--- src/rtl/rbf_pkg.sv ---
package rbf_pkg;

    parameter int CNT_W = 32;
    parameter int FLR_W = 16;
    parameter logic [FLR_W-1:0] FLR_RESET = 16'h02F8;

    typedef enum logic {
        MODE_W16 = 1'b0,
        MODE_W32 = 1'b1
    } bus_mode_e;

    typedef struct packed {
        logic [CNT_W-1:0] count;
        logic             loaded;
    } cnt_state_t;

    function automatic logic [1:0] word_step(bus_mode_e m);
        return (m == MODE_W32) ? 2'd2 : 2'd1;
    endfunction

    function automatic logic [FLR_W-1:0] floor_for_mode(logic [FLR_W-1:0] f, bus_mode_e m);
        return (m == MODE_W32) ? {f[FLR_W-1:1], 1'b0} : f;
    endfunction

endpackage

--- src/rtl/rbf_floor_reg.sv ---
module rbf_floor_reg
    import rbf_pkg::*;
(
    input  logic             clk,
    input  logic             rst,
    input  logic             wr_en,
    input  logic [FLR_W-1:0] wr_data,
    input  bus_mode_e        mode,
    output logic [FLR_W-1:0] floor_raw,
    output logic [FLR_W-1:0] floor_eff
);

    always_ff @(posedge clk) begin
        if (rst)
            floor_raw <= FLR_RESET;
        else if (wr_en)
            floor_raw <= wr_data;
    end

    always_comb floor_eff = floor_for_mode(floor_raw, mode);


    floor_reset_chk: assert property (@(posedge clk) rst |=> floor_raw == FLR_RESET);


    floor_write_chk: assert property (@(posedge clk) disable iff (rst)
        wr_en |=> floor_raw == $past(wr_data));

endmodule

--- src/rtl/rbf_word_counter.sv ---
module rbf_word_counter
    import rbf_pkg::*;
(
    input  logic             clk,
    input  logic             rst,
    input  logic             load,
    input  logic [CNT_W-1:0] load_val,
    input  logic             word_stb,
    input  bus_mode_e        mode,
    output logic [CNT_W-1:0] count_q,
    output logic [CNT_W-1:0] count_next
);

    localparam int PAD_W = CNT_W - 2;

    cnt_state_t       st_next;
    logic [CNT_W-1:0] step;

    always_comb begin
        step    = {{PAD_W{1'b0}}, word_step(mode)};
        st_next = '{count: count_q, loaded: 1'b0};
        if (load) begin
            st_next.count  = load_val;
            st_next.loaded = 1'b1;
        end else if (word_stb) begin
            st_next.count = (count_q > step) ? count_q - step : '0;
        end
        count_next = st_next.count;
    end

    always_ff @(posedge clk) begin
        if (rst)
            count_q <= '0;
        else
            count_q <= count_next;
    end


    load_value_chk: assert property (@(posedge clk) disable iff (rst)
        load |=> count_q == $past(load_val));


    dec16_chk: assert property (@(posedge clk) disable iff (rst)
        (!load && word_stb && mode == MODE_W16 && count_q != '0) |=> count_q + 1 == $past(count_q));


    dec32_chk: assert property (@(posedge clk) disable iff (rst)
        (!load && word_stb && mode == MODE_W32 && count_q > 1) |=> count_q + 2 == $past(count_q));


    no_wrap_chk: assert property (@(posedge clk) disable iff (rst)
        (!load && word_stb) |=> count_q < $past(count_q) || count_q == '0);

    idle_hold_chk: assert property (@(posedge clk) disable iff (rst)
        (!load && !word_stb) |=> $stable(count_q));

endmodule

--- src/rtl/rbf_switch_ctl.sv ---
module rbf_switch_ctl
    import rbf_pkg::*;
(
    input  logic             clk,
    input  logic             rst,
    input  logic             pkt_end,
    input  logic             load,
    input  logic [CNT_W-1:0] count_next,
    input  logic [FLR_W-1:0] floor_eff,
    output logic             req
);

    localparam int EXT_W = CNT_W - FLR_W;

    logic             wait_q;
    logic             below;
    logic             fire;
    logic [CNT_W-1:0] floor_ext;

    always_comb begin
        floor_ext = {{EXT_W{1'b0}}, floor_eff};
        below     = count_next < floor_ext;
        fire      = pkt_end && !load && !wait_q && below;
    end

    always_ff @(posedge clk) begin
        if (rst) begin
            req    <= 1'b0;
            wait_q <= 1'b0;
        end else begin
            req    <= fire;
            wait_q <= load ? 1'b0 : (wait_q | fire);
        end
    end


    req_pulse_chk: assert property (@(posedge clk) disable iff (rst)
        req |=> !req);


    req_needs_end_chk: assert property (@(posedge clk) disable iff (rst)
        req |-> $past(pkt_end));


    hold_off_chk: assert property (@(posedge clk) disable iff (rst)
        (wait_q && !load) |=> !req);


    load_cancel_chk: assert property (@(posedge clk) disable iff (rst)
        load |=> !req && !wait_q);

endmodule

--- src/rtl/rxbuf_floor_guard.sv ---
module rxbuf_floor_guard
    import rbf_pkg::*;
(
    input  logic             clk,
    input  logic             rst,
    input  logic             bus_mode,
    input  logic             floor_wr,
    input  logic [FLR_W-1:0] floor_wdata,
    input  logic             buf_load,
    input  logic [CNT_W-1:0] buf_words,
    input  logic             word_stb,
    input  logic             pkt_end,
    output logic [FLR_W-1:0] floor_value,
    output logic [CNT_W-1:0] words_left,
    output logic             switch_req
);

    bus_mode_e        mode;
    logic [FLR_W-1:0] floor_eff;
    logic [CNT_W-1:0] count_next;

    always_comb mode = bus_mode_e'(bus_mode);

    rbf_floor_reg u_floor (
        .clk       (clk),
        .rst       (rst),
        .wr_en     (floor_wr),
        .wr_data   (floor_wdata),
        .mode      (mode),
        .floor_raw (floor_value),
        .floor_eff (floor_eff)
    );

    rbf_word_counter u_count (
        .clk        (clk),
        .rst        (rst),
        .load       (buf_load),
        .load_val   (buf_words),
        .word_stb   (word_stb),
        .mode       (mode),
        .count_q    (words_left),
        .count_next (count_next)
    );

    rbf_switch_ctl u_switch (
        .clk        (clk),
        .rst        (rst),
        .pkt_end    (pkt_end),
        .load       (buf_load),
        .count_next (count_next),
        .floor_eff  (floor_eff),
        .req        (switch_req)
    );


    reset_quiet_chk: assert property (@(posedge clk) rst |=> !switch_req && words_left == '0);

endmodule

--- config.mk ---
export PLATFORM = sky130hd
export DESIGN_NAME = rxbuf_floor_guard
export DESIGN_NICKNAME = d
export VERILOG_FILES = /design/src/rtl/rbf_pkg.sv /design/src/rtl/rbf_floor_reg.sv /design/src/rtl/rbf_word_counter.sv /design/src/rtl/rbf_switch_ctl.sv /design/src/rtl/rxbuf_floor_guard.sv
export SDC_FILE = /design/constraint.sdc
export NUM_CORES = 1
export LEC_CHECK = 0
export BUFFER_PORTS_ARGS = -buffer_cell sky130_fd_sc_hd__buf_2
export CORE_ASPECT_RATIO = 1.5
export CORE_MARGIN = 1
export CORE_UTILIZATION = 36
export CTS_CLUSTER_DIAMETER = 100
export DETAILED_ROUTE_END_ITERATION = 10
export GPL_TIMING_DRIVEN = 0
export SLEW_MARGIN = 20
export SYNTH_ARGS = -nofsm -noshare
export SYNTH_HDL_FRONTEND = slang
export SYNTH_SLANG_ARGS = --single-unit
--- constraint.sdc ---
create_clock -name clk -period 7.1 [get_ports clk]
set_input_delay 0.71 -clock clk [delete_from_list [all_inputs] [get_ports clk]]
set_output_delay 0.71 -clock clk [all_outputs]
set_load 0.01 [all_outputs]
Word-level counts from Yosys, hierarchy flattened
Cells that the tools add are included.

word-level totals
  flip-flop bits (word level) = 50
  input port bits = 55
  output and inout bits = 49
  word-level logic and storage cells = 19

cells by class
  $add $sub $neg = 1
  magnitude comparators = 2
  mux-type cells = 5
  reduce and logical (&&, ||, !) cells = 6
  bitwise operators = 1

operators by type and width
  operator             number
  $mux W32             3
  $gt A32 B2 Y1        1
  $lt A32 B16 Y1       1
  $sub A32 B2 Y32      1
  $logic_and A1 B1 Y1  3
  $logic_not A1 Y1     2
  $mux W2              1
  $reduce_or A2 Y1     1
  $mux W1              1
  $or A1 B1 Y1         1

Longest topological paths before layout
  depth in word-level cells = 8
  gate-level depth with buffers = 20
  gate-level depth less buffers = 19

Hierarchy
Synthesis repeated with hierarchy kept, for this count alone.

second synthesis, totals
  cell total of the unflattened synthesis = 417
  area, all modules = 3407.0 um2

modules (own cells, without submodules)
  module            area an instance (um2)  seq. area each (um2)  cells each  times used
  rbf_word_counter  2203.4                  640.6                 287         1
  rbf_floor_reg     719.4                   320.3                 68          1
  rbf_switch_ctl    484.2                   40.0                  62          1

Worst setup path before layout
No wires, ideal clock.

  path kind = input -> register
  start = input bus_mode
  end = register u_switch.wait_q
  path buffers = 1
  arrival time = 4.115 ns
  stages on the path = 17
  data required time = 7.020 ns
  setup time = 0.080 ns
  setup slack = 2.906 ns
  cells stage by stage = inv_1 ha_1 inv_1 fa_1 a2111o_1 o21ai_0 clkbuf_1 o21ai_0 ha_1 a21o_1 a21oi_1 o21ai_0 a21oi_1 nor2_1 nor4_1 o2111ai_1 a211oi_2

between the ends
  cells in the longest elaborated chain, start to end = 8
  elaborated cells on any way between the ends = 10
  those cells by class = add/sub: 1; order compare: 2; mux: 5; bitwise: 1; reduce/logical: 1

RTL lines
  element                                           line                     source
  from (decl)                                       rxbuf_floor_guard.sv:6   input logic bus_mode,
  $mux W2 *                                         rbf_pkg.sv:18            return (m == MODE_W32) ? 2'd2 : 2'd1;
  $sub A32 B2 Y32 or $gt A32 B2 Y1 (tied branches)  rbf_word_counter.sv:26   st_next.count = (count_q > step) ? count_q - step : '0;
  $mux W32 *                                        rbf_word_counter.sv:26
  $mux W32 *                                        rbf_word_counter.sv:25   end else if (word_stb) begin
  $mux W32 *                                        rbf_word_counter.sv:22   if (load) begin
  named net count_next[9]                           rxbuf_floor_guard.sv:20  logic [CNT_W-1:0] count_next;
  $lt A32 B16 Y1 *                                  rbf_switch_ctl.sv:22     below = count_next < floor_ext;
  $logic_and A1 B1 Y1 *                             rbf_switch_ctl.sv:23     fire = pkt_end && !load && !wait_q && below;
  $or A1 B1 Y1 *                                    rbf_switch_ctl.sv:32     wait_q <= load ? 1'b0 : (wait_q | fire);
  to (signal assigned)                              rbf_switch_ctl.sv:32
  to (decl)                                         rbf_switch_ctl.sv:15     logic wait_q;

The timed path passes the listed nets; every way through them passes the cells marked *.
A chain may end at the register's enable or synchronous reset.

Final worst setup path
Ends and elaborated chain as after synthesis.

==> run summary <==
Seq pwr share = 0.401
Worst-Margin Slew = 956.3 ps
Synth area leader = dfxtp_1
Instance count on the critical path = 17
Most frequent cell after synthesis = nand2_1
WL met3 = 374 um
Critical path type = in2reg
Max Clock Skew = 5.505 ps
Hold Vio Cnt, Final = 0
Area Growth Syn to Fin = 25.75%
Synth Instances = 397
Worst Setup Slack, final = 1887 ps
Tmin final = 5213 ps
DIE HEIGHT = 116.4 um
EDFF count, synth = 0
Post-CTS sizing = 0
DR vias = 3,188
Share of cells above drive strength 1 = 0.2337
DRT Pass-1 Iters = 4
Met2 Wirelength = 5237 um
Hold path depth = 2
Syn Nets = 470
Port bufs = 101
Core box area = 8413 sq um
Pwr/cell area = 203.0 nW/um^2
Clk Latency, worst-skew pair = 300 ps
Synth Area in XOR/XNOR = 0.06138
CP delay by family, top = compound AO/OA/AOI/OAI gates
Residual DRC = 0
Mux cell area share after synthesis = 0.04862
CTS tree = yes
Status = finished, final reports clean
Nets = 578
Clk network pwr share = 0.350
Synth warnings = 0
Pins Over Slew Limit = 0
Routability congestion estimate = 0.8925
Critical path peak fanout = 10
# clock sinks = 50
DP HPWL = 7723 um
H-tree levels = 2
ANT cells = 0
Max Cap Viol = 0
Initial Util = 0.3731
Largest family of logic cells by synthesized area = simple AND/OR/NAND/NOR gates
Crit path from = bus_mode
Async SR Flop Fraction = 0
Worst Hold Class = reg2reg
Synth top cells by count = nand2_1 (52), dfxtp_1 (50), nor2_1 (42)
Crit start category = primary input
Total leakage power = 0.001777 uW
Synth top area cells = dfxtp_1 (32%), ha_1 (6.8%), nand2_1 (6.2%)
RSZ-0062 raised after global routing = no
Num CTS Buffers = 5
GRT overflow = 0
Global-route wire length before repair = 15,010 um
Met1 wire length = 3680 um
Mean Syn Cell Area = 7.907 sq um
Net switching power = 243.2 uW
I/O pin total = 104
Hold path start = u_switch.wait_q
Cts hold-fix bufs = 0
Setup TNS = 0 ps
Cell chain of the critical path = buf_2 > inv_1 > ha_1 > inv_1 > fa_1 > a2111o_1 > o21ai_0 > clkbuf_1 > o21ai_0 > ha_1 > nand2_1 > nor4_1 > o2111ai_1 > a311oi_1 > nor4_1 > o2111ai_1 > a211oi_2
Mapped cell area = 3139 sq um
Critical Path RT = 7250 ps
Pin count of the biggest net entering global routing = 15
Clk pin slew, worst setup/hold paths = 60 ps
Register bit total from synthesis = 50
Number of DRC markers in iteration 0 = 216
Setup Viol. Count Final = 0
FMAX = 191.8 MHz
Top routing layer in use = met4
Slew margin rel. = 0.3575
Tcrit/Tclk final = 0.7342
Wire per inst = 15.59 um
Place WS = 1521 ps
Slowest CP cell = o21ai_0
Reg2Reg Launch Point = u_count.count_q[11]
Maximum VDD drop = 0.00009962 V
Die area = 9105 sq um
Post-synth cell types = 53
Die width = 78.25 um
GRT Overall Usage = 0.2173
Synth Area in Adders = 0.07413
Largest stage delay, worst path = 740 ps
Vias per cell = 5.209
DRT Wirelength = 9541 um
WHS = 475.3 ps
Top cell type's share of synthesized area = 0.3189
Reg2Reg Depth = 14
Pint = 558.0 uW
Worst Path Buf+Inv = 4
CTS max path bufs = 2
Crit path DAT = 5370 ps
Row count = 41
Post-DRT Antenna Nets = 0
Root Driver = clkbuf_16
Nature of the critical path endpoint = flip-flop
Post-Synth Simple-Gate Area = 0.3097
Comb pwr share = 0.249
Post-synthesis compound-gate area fraction = 0.1371
Sw frac = 0.3035
Seq/Total Area, Yosys = 0.3189
Postcts setup bufs = 0
Main synth FF type = dfxtp_1
Vias in the first global route = 3,149
Antenna violations before repair = 0
==> power by group through the flow <==
stage | logic, uW | registers [uW] | clock network (uW)
2_1_floorplan | 121 | 332 | 0
3_3_place_gp | 198 | 327 | 0
3_5_place_dp | 200 | 327 | 0
4_1_cts | 201 | 321 | 284
5_1_grt | 223 | 324 | 296
6_report | 199 | 321 | 280
==> placed cells by master, fill, tap and decap left out, types with 2 or more instances in the layout <==
cell / synthesis / routed
nand3_1: 3 / 3
and3_1: 2 / 2
and4_1: 3 / 3
nor4b_1: 2 / 2
and2_1: 19 / 19
nor2b_1: 7 / 7
a22oi_1: 2 / 2
nand4_1: 7 / 7
mux2i_1: 13 / 13
nand2b_1: 5 / 5
inv_1: 22 / 22
a211oi_1: 6 / 6
buf_2: 0 / 101
xor2_1: 8 / 8
clkbuf_16: 0 / 5
nor2_1: 42 / 42
nor3_1: 14 / 14
nand4b_1: 2 / 2
dfxtp_1: 50 / 50
clkbuf_1: 16 / 16
or3_1: 3 / 3
o211ai_1: 6 / 6
nor4_1: 12 / 12
xnor2_1: 14 / 14
nor3b_1: 4 / 4
o2111ai_1: 3 / 3
o21ai_0: 25 / 25
mux2_2: 2 / 2
o31ai_1: 4 / 4
a21oi_1: 9 / 9
ha_1: 17 / 17
nand2_1: 52 / 52
==> routing by layer <==
metal	vias to the layer above	track usage
li1	1611	-
met1	1468	0.2177
met2	92	0.4363
met3	17	0.03750
met4	0	0.08642
met5	-	0
==> cell type report <==
type / count / area, sq um
buffer: 18 / 75.07
clock buffer: 6 / 138.9
clock inverter: 1 / 30.03
fill: 909 / 4466
inverter: 22 / 82.58
multi-input combinational: 307 / 1981
sequential: 50 / 1001
tap: 107 / 133.9
timing repair buffer: 101 / 505.5
==> worst min-delay path, delay by kind of cell, from the launching register on <==
kind,cells,cell delay (ps)
flip-flops,1,310
buffers and inverters,1,60
AO/OA/AOI/OAI,1,50
==> path summary, 6_finish.rpt <==
kind                                   endpoint  slack [ps]
worst min register to register  u_switch.wait_q         480
worst max register to register  u_switch.wait_q        2010
worst max-delay path            u_switch.wait_q        1890
worst min-delay path            u_switch.wait_q         480
==> state kept, by name (all words and copies together) (netlist names) <==
| register | count |
|---|---|
| u_switch.req | 1 |
| u_floor.floor_raw | 16 |
| u_switch.wait_q | 1 |
| u_count.count_q | 32 |
==> stage by stage <==
stage,instance area (sq um),power [uW],utilization,cells
after floorplan,3139,453.8,-,397
after detailed placement,3779,527.4,0.4491,605
after global placement,3779,524.9,0.4491,605
final,3948,801.2,0.4692,612
after CTS,3948,806.9,0.4692,612
after global routing,3948,844.2,0.4692,612
==> cell families (layout without fill, tap and decap cells) <==
logic type | Yosys count | in the layout
AO/OA/AOI/OAI | 66 | 66
XOR/XNOR | 22 | 22
adder cells (fa/ha/maj) | 18 | 18
multiplexers | 15 | 15
buffers and inverters | 40 | 148
AND/OR/NAND/NOR | 186 | 186
flip-flops | 50 | 50
(Power assumes the default switching activity.)
